<file path="src/rtl/trig_pkg.sv">
package trig_pkg;
  localparam int CTL_PRIV_BIT  = 6;
  localparam int CTL_EXEC_BIT  = 2;
  localparam int CTL_STORE_BIT = 1;
  localparam int CTL_LOAD_BIT  = 0;
  localparam logic [3:0] TRIG_CLASS_ADDR = 4'd2;
  localparam logic [3:0] CAUSE_BREAK     = 4'd3;
  localparam logic [1:0] PRIV_TOP        = 2'd3;

  typedef enum logic [1:0] {
    WIN_INDEX = 2'd0,
    WIN_CTL   = 2'd1,
    WIN_ADDR  = 2'd2,
    WIN_NONE  = 2'd3
  } winSel_t;

  typedef struct packed {
    logic ctlWe;
    logic adrWe;
  } trigStrobe_t;

  typedef struct packed {
    logic privEn;
    logic execEn;
    logic storeEn;
    logic loadEn;
  } trigCfg_t;
endpackage

</file>
<file path="src/rtl/trig_ctrl.sv">
module trig_ctrl
  import trig_pkg::*;
#(
  parameter int XLEN     = 64,
  parameter int NUM_TRIG = 2,
  parameter int SEL_W    = (NUM_TRIG > 1) ? $clog2(NUM_TRIG) : 1
) (
  input  logic             clk,
  input  logic             rstN,
  input  logic             csrWe,
  input  logic [1:0]       csrSel,
  input  logic [XLEN-1:0]  csrWdata,
  input  logic [XLEN-1:0]  ctlRd,
  input  logic [XLEN-1:0]  adrRd,
  output trigStrobe_t      strobe,
  output logic [SEL_W-1:0] selIdx,
  output logic [XLEN-1:0]  csrRdata
);
  winSel_t win;
  logic    idxLegal;

  assign win      = winSel_t'(csrSel);
  assign idxLegal = (csrWdata < XLEN'(NUM_TRIG));

  always_ff @(posedge clk or negedge rstN) begin
    if (!rstN) begin
      selIdx <= '0;
    end else if (csrWe && win == WIN_INDEX && idxLegal) begin
      selIdx <= csrWdata[SEL_W-1:0];
    end
  end

  always_comb begin
    strobe.ctlWe = csrWe && (win == WIN_CTL);
    strobe.adrWe = csrWe && (win == WIN_ADDR);
  end

  always_comb begin
    unique case (win)
      WIN_INDEX: csrRdata = XLEN'(selIdx);
      WIN_CTL:   csrRdata = ctlRd;
      WIN_ADDR:  csrRdata = adrRd;
      default:   csrRdata = '0;
    endcase
  end
endmodule

</file>
<file path="src/rtl/trig_datapath.sv">
module trig_datapath
  import trig_pkg::*;
#(
  parameter int XLEN     = 64,
  parameter int NUM_TRIG = 2,
  parameter int SEL_W    = (NUM_TRIG > 1) ? $clog2(NUM_TRIG) : 1
) (
  input  logic             clk,
  input  logic             rstN,
  input  trigStrobe_t      strobe,
  input  logic [SEL_W-1:0] selIdx,
  input  logic [XLEN-1:0]  wdata,
  input  logic [1:0]       priv,
  input  logic             fetchValid,
  input  logic [XLEN-1:0]  fetchAddr,
  input  logic             loadValid,
  input  logic             storeValid,
  input  logic [XLEN-1:0]  memAddr,
  output logic [XLEN-1:0]  ctlRd,
  output logic [XLEN-1:0]  adrRd,
  output logic             fetchHit,
  output logic [SEL_W-1:0] fetchHitIdx,
  output logic             memHit,
  output logic [SEL_W-1:0] memHitIdx
);
  trigCfg_t        cfg   [NUM_TRIG];
  logic [XLEN-1:0] cmpAdr[NUM_TRIG];
  logic [NUM_TRIG-1:0] fetchMatch;
  logic [NUM_TRIG-1:0] memMatch;
  logic            topPriv;

  assign topPriv = (priv == PRIV_TOP);

  for (genvar t = 0; t < NUM_TRIG; t++) begin : g_trig
    logic pick;
    assign pick = (selIdx == SEL_W'(t));

    always_ff @(posedge clk or negedge rstN) begin
      if (!rstN) begin
        cfg[t]    <= '0;
        cmpAdr[t] <= '0;
      end else begin
        if (strobe.ctlWe && pick) begin
          cfg[t].privEn  <= wdata[CTL_PRIV_BIT];
          cfg[t].execEn  <= wdata[CTL_EXEC_BIT];
          cfg[t].storeEn <= wdata[CTL_STORE_BIT];
          cfg[t].loadEn  <= wdata[CTL_LOAD_BIT];
        end
        if (strobe.adrWe && pick) begin
          cmpAdr[t] <= wdata;
        end
      end
    end

    assign fetchMatch[t] = fetchValid && topPriv && cfg[t].privEn &&
                           cfg[t].execEn && (fetchAddr == cmpAdr[t]);
    assign memMatch[t]   = topPriv && cfg[t].privEn && (memAddr == cmpAdr[t]) &&
                           ((loadValid && cfg[t].loadEn) ||
                            (storeValid && cfg[t].storeEn));
  end

  always_comb begin
    trigCfg_t c;
    c     = cfg[selIdx];
    ctlRd = '0;
    ctlRd[XLEN-1 -: 4]   = TRIG_CLASS_ADDR;
    ctlRd[CTL_PRIV_BIT]  = c.privEn;
    ctlRd[CTL_EXEC_BIT]  = c.execEn;
    ctlRd[CTL_STORE_BIT] = c.storeEn;
    ctlRd[CTL_LOAD_BIT]  = c.loadEn;
    adrRd = cmpAdr[selIdx];
  end

  always_comb begin
    fetchHitIdx = '0;
    memHitIdx   = '0;
    for (int t = NUM_TRIG - 1; t >= 0; t--) begin
      if (fetchMatch[t]) fetchHitIdx = SEL_W'(t);
      if (memMatch[t])   memHitIdx   = SEL_W'(t);
    end
    fetchHit = |fetchMatch;
    memHit   = |memMatch;
  end
endmodule

</file>
<file path="src/rtl/addr_trigger_unit.sv">
module addr_trigger_unit
  import trig_pkg::*;
#(
  parameter int XLEN     = 64,
  parameter int NUM_TRIG = 2,
  localparam int SEL_W   = (NUM_TRIG > 1) ? $clog2(NUM_TRIG) : 1
) (
  input  logic             clk,
  input  logic             rstN,
  input  logic             csrWe,
  input  logic [1:0]       csrSel,
  input  logic [XLEN-1:0]  csrWdata,
  output logic [XLEN-1:0]  csrRdata,
  input  logic [1:0]       priv,
  input  logic             fetchValid,
  input  logic [XLEN-1:0]  fetchAddr,
  input  logic             loadValid,
  input  logic             storeValid,
  input  logic [XLEN-1:0]  memAddr,
  output logic             fetchHit,
  output logic [SEL_W-1:0] fetchHitIdx,
  output logic [3:0]       fetchCause,
  output logic             memHit,
  output logic [SEL_W-1:0] memHitIdx,
  output logic [3:0]       memCause,
  output logic             storeCommit
);
  trigStrobe_t      strobe;
  logic [SEL_W-1:0] selIdx;
  logic [XLEN-1:0]  ctlRd;
  logic [XLEN-1:0]  adrRd;

  trig_ctrl #(.XLEN(XLEN), .NUM_TRIG(NUM_TRIG), .SEL_W(SEL_W)) u_ctrl (
    .clk(clk), .rstN(rstN), .csrWe(csrWe), .csrSel(csrSel),
    .csrWdata(csrWdata), .ctlRd(ctlRd), .adrRd(adrRd),
    .strobe(strobe), .selIdx(selIdx), .csrRdata(csrRdata)
  );

  trig_datapath #(.XLEN(XLEN), .NUM_TRIG(NUM_TRIG), .SEL_W(SEL_W)) u_dp (
    .clk(clk), .rstN(rstN), .strobe(strobe), .selIdx(selIdx),
    .wdata(csrWdata), .priv(priv), .fetchValid(fetchValid),
    .fetchAddr(fetchAddr), .loadValid(loadValid), .storeValid(storeValid),
    .memAddr(memAddr), .ctlRd(ctlRd), .adrRd(adrRd),
    .fetchHit(fetchHit), .fetchHitIdx(fetchHitIdx),
    .memHit(memHit), .memHitIdx(memHitIdx)
  );

  assign fetchCause  = fetchHit ? CAUSE_BREAK : 4'd0;
  assign memCause    = memHit ? CAUSE_BREAK : 4'd0;
  assign storeCommit = storeValid && !memHit;
endmodule

</file>
<file path="config.mk">
export PLATFORM = sky130hd
export DESIGN_NAME = addr_trigger_unit
export DESIGN_NICKNAME = d
export VERILOG_FILES = /design/src/rtl/trig_pkg.sv /design/src/rtl/trig_ctrl.sv /design/src/rtl/trig_datapath.sv /design/src/rtl/addr_trigger_unit.sv
export SDC_FILE = /design/constraint.sdc
export NUM_CORES = 1
export LEC_CHECK = 0
export BUFFER_PORTS_ARGS = -buffer_cell sky130_fd_sc_hd__buf_2
export CAP_MARGIN = 20
export CORE_ASPECT_RATIO = 1.4
export CORE_MARGIN = 2
export CORE_UTILIZATION = 54
export DETAILED_ROUTE_END_ITERATION = 10
export PLACE_DENSITY = 0.85
export SETUP_SLACK_MARGIN = 0.5
export SYNTH_ARGS = -nofsm -noshare
export SYNTH_HDL_FRONTEND = slang
export SYNTH_HIERARCHICAL = 1
export SYNTH_SLANG_ARGS = --single-unit
</file>
<file path="constraint.sdc">
create_clock -name clk -period 3.25 [get_ports clk]
set_input_delay 0.4875 -clock clk [delete_from_list [all_inputs] [get_ports clk]]
set_output_delay 0.4875 -clock clk [all_outputs]
set_load 0.02 [all_outputs]
</file>
# Word-level counts from Yosys, hierarchy flattened
# Index checks and enable logic that the tools add are counted.
# word_totals
regBits	137
input_bits	202
output_inout_bits	77
word_cells	67
# classes
n_lt_le_gt_ge	2
n_eq_ne	7
n_mux	13
bitwise_logic	2
reduce_logical	32
# ops
cell	count
64-bit == test	4
64-bit 2-to-1 mux	3
64-bit one-hot mux with 3 select lines	1
64-bit by 2-bit less-than comparator with 1-bit output, second input constant	1
1-bit logical AND	26
4-bit 2-to-1 mux	3
2-bit == test, second input constant	2
1-bit 2-to-1 mux	4
2-bit 2-to-1 mux	2
2-bit OR reduction	2
2-bit by 1-bit == test with 1-bit output, second input constant	1
2-bit >= comparator, second input constant	1
2-bit logical NOT	1
1-bit logical OR	2
1-bit NOT with 2-bit output	1
1-bit logical NOT	1
1-bit NOT	1

# Longest topological paths before layout
# depth
depth_word	7
depth_mapped	10
ltp_nobuf	7

# Cells and area by module
# The synthesis kept the hierarchy.
# by_module_without_submodules
mod	instances	cells_per_inst	area_each_um2	seq_area_each_um2
trig_datapath	1	821	9168.8	3403.3
trig_ctrl	1	109	835.8	25.0
addr_trigger_unit	1	10	77.6	0.0

# Least setup slack after synthesis
# No wires, ideal clock.
# synth_timing
path_type	input-to-reg
start	input port csrSel[1]
end	register u_dp/cmpAdr[79] (netlist bit)
setup_time_ns	0.125
arrival_ns	2.653
required_time_ns	3.125
path_slack_ns	0.472
stages	9
n_path_buf	5
cell_sequence	nor2b_1 -> clkbuf_1 -> clkbuf_1 -> and2_1 -> nor2b_1 -> clkbuf_1 -> clkbuf_1 -> buf_1 -> mux2_2
# synth_lines
item	line_no	text
start: declaration	addr_trigger_unit.sv:11	input logic [1:0] csrSel,
end signal: indexed assignment	trig_datapath.sv:50	cmpAdr[t] <= wdata;
end: declaration	trig_datapath.sv:27	logic [XLEN-1:0] cmpAdr[NUM_TRIG];

# Worst setup path after layout
# layout_timing
start	register u_dp/cmpAdr[32] (netlist bit)
end	output port fetchHitIdx
# layout_between
elab_chain_cells	4
# layout_lines
item	line_no	text
64-bit == test	trig_datapath.sv:56	cfg[t].execEn && (fetchAddr == cmpAdr[t]);
1-bit logical AND	trig_datapath.sv:56	
1-bit 2-to-1 mux (2 in series)	trig_datapath.sv:78	if (fetchMatch[t]) fetchHitIdx = SEL_W'(t);
end: declaration	addr_trigger_unit.sv:21	output logic [SEL_W-1:0] fetchHitIdx,
# Every way passes these cells.

==> impl_metrics.toml <==
[run_status]
status = "finished, violations left"
violations = "negative setup slack"

[cells_and_area]
area_delta_synth_final_pct = 22.9
multiInputGateArea_um2 = 6200
stdcell_area_um2 = 12400
post-route-util = 0.672
fin_cells = 1484
register_area_um2 = 3440
insertedDiodeCount = 0
nFillCells = 1501
nets = 1429
drive_above_1_share = 0.453

[critical_path]
worstSetupStartpointType = "register"
worstRegToRegCells = 4
cp_data_required_time_ns = 2.76
critPathCapture = "fetchHitIdx"
r2r-start = "u_ctrl/selIdx"
critical_path_arrival_ns = 2.82
crit_path_end_kind = "primary output"
criticalPathCategory = "reg2out"
crit_start = "u_dp/cmpAdr[32]"
reg2reg_to = "u_dp/cmpAdr[48]"
crit_fanout = 4
ff2ff_setup_slack_ns = 1.02

[die]
std_cell_rows = 59
fp.coreArea_um2 = 18500
ios = 279
die_h_um = 166
initial_core_util = 0.546
die_w_um = 119
die-area_um2 = 19800

[grt]
grt_usage = 0.416
grt_pass1_wl_mm = 59.4
overflow = 0
antenna_found_initial = 0
grt_max_degree = 74
grt_pass1_vias = 9168

[synthesis]
avgSynthCellArea_um2 = 10.7
synth-seq-area-share = 0.340
synth_top_cell_by_area = "dfrtp_1"
synth-async-reset-ratio = 1.00
syn_area_um2 = 10100
synth_edf_count = 0
synth-seq-cells = 137
synth_top_flop_cell = "dfrtp_1"
synthCells = 940
synth_warnings = 6
synth.area.top_cells = "dfrtp_1, mux2_2, xnor2_1, xor2_1, a22o_1"
synth_top_area_share = 0.340
ys_types = 37

[sta]
hold_violations = 0
max_slew_margin = 0.519
fin_skew_ns = 0.0103
period_share = 1.02
max_slew.worst_pin.slew_ns = 0.722
maxSlewViolCount = 0
setup_viol_count_final = 4
setup_tns_ns = -0.207
rsz0062_at_grt = "true"
fin_crit_ns = 3.30
fmax_mhz = 303
fin_ws_ns = -0.0540

[place]
hpwl_mm = 34.0
port_buffers = 274
place_inst = 1447
gp_congestion = 1.08
place_ws_ns = 0.162
place_area_um2 = 11600

[route]
drc_errors = 0
drtAntennaViolNets = 0
avgRoutedWirePerCell_um = 27.8
vias_per_cell = 6.06
vias = 8987
drt_wl_total_mm = 41.3
drtIter0Drc = 706
drt-pass1-iter-count = 5

[cts]
clkSinkCount = 137
cts_tree = "built"
clk_path_buf_depth = 2
clk_latency_ns = 0.43
cts_root_buf = "clkbuf_16"
clk_pin_slew_worst_paths_ns = 0.07
cts_buffers = 17
h-tree-depth = 4

[run]
cap_violations = 0

[power]
power_density_nw_per_um2 = 468
p_int_uw = 3780
p_leak_uw = 0.00595
sequentialPowerShare = 0.371
clkPwrFrac = 0.348
peakVddDrop_uv = 349
swShare = 0.348
switchingPower_uw = 2020
p_comb_frac = 0.281

[hold_path]
worstHoldPathType = "in2async"
==> what timing repair did <==
item                                    in CTS  in global routing
resized for setup                           26                  4
buffers inserted                             2                  3
hold buffers                                 0                  0
endpoints found under the setup margin      28                  9
pin swaps                                    5                  3
==> placed cells by master (no fill, tap or decap), types with 3 or more instances in the layout <==
master and count:
nand4_1 45, xor2_1 108, xnor2_1 105, inv_6 7, nor3_1 3, o2bb2ai_1 8
o22ai_1 10, buf_4 39, dfrtp_2 4, o21ai_0 9, xnor2_2 7, a221oi_1 8
buf_2 265, inv_1 36, inv_8 3, a22oi_1 4, conb_1 64, dfrtp_1 132
nor2b_1 3, mux2_2 196, nand2_1 12, a22o_1 64, nor4_1 48, buf_6 5
clkbuf_16 17, nor2b_4 3
==> cells in the mapped netlist, drive strengths merged, types with 9 or more instances <==
library cell  count
nand2            14
o22ai            10
xnor2           112
inv              36
clkbuf           26
dfrtp           137
nor4             51
a22o             64
xor2            108
nand4            45
o21ai             9
mux2            197
buf              78
==> power by group through the flow <==
stage	clock [uW]	sequential (uW)	combinational [uW]
after floorplan	0	2060	948
after global placement	0	2160	1540
after detailed placement	0	2170	1550
after CTS	2040	2140	1580
after global routing	2100	2160	1700
final	2020	2150	1630
==> per-stage QoR <==
step	hold WS, ns	power [uW]
final	0.0484	5800
after global routing	0.104	5960
after global placement	0.522	3700
after floorplan	0.192	3000
after CTS	0.0753	5760
after detailed placement	0.529	3720
==> kinds of logic after synthesis <==
logic type	synth area share
XOR/XNOR	0.191
multiplexers	0.221
buffers and inverters	0.0777
flip-flops	0.340
AND/OR/NAND/NOR	0.0792
AO/OA/AOI/OAI	0.0898
other	0.00112
==> sequential cells by signal (all words and copies together) (netlist names) <==
name and flops:
u_dp/cmpAdr 128, u_ctrl/selIdx 1, u_dp/cfg 8
==> metal layers <==
layer / wire (um) / part of all wire / GRT usage
met5: 0 / 0 / 0
met4: 2390 / 0.058 / 0.203
met3: 2700 / 0.065 / 0.0551
met2: 20700 / 0.50 / 0.717
met1: 15500 / 0.38 / 0.508
==> cell type report <==
cell class	count	area share
Inverter	36	0.0109
Timing Repair Buffer	311	0.138
Clock inverter	15	0.0141
Clock buffer	17	0.0343
Sequential cell	137	0.277
Multi-Input combinational cell	724	0.500
Tap cell	244	0.0246
==> critical path: stages, from the launching register on <==
cell and delay, ns:
dfrtp_1 0.45, xnor2_1 0.41, o221ai_1 0.21, nor4_1 0.31, nand4_1 0.15, or4_1 0.56, nor2b_1 0.12, buf_2 0.16
==> how the worst min path moves through the flow <==
stage                      startpoint               to  slack (ns)  depth (start not counted)
after floorplan                  rstN    u_ctrl/selIdx        0.19                          0
after global placement    u_dp/cfg[1]      u_dp/cfg[1]        0.52                          1
after detailed placement  u_dp/cfg[1]      u_dp/cfg[1]        0.53                          1
after CTS                        rstN  u_dp/cmpAdr[46]        0.08                          1
after global routing             rstN  u_dp/cmpAdr[46]        0.10                          1
final                            rstN  u_dp/cmpAdr[46]        0.05                          1
Power figures use the tool's default switching activity.
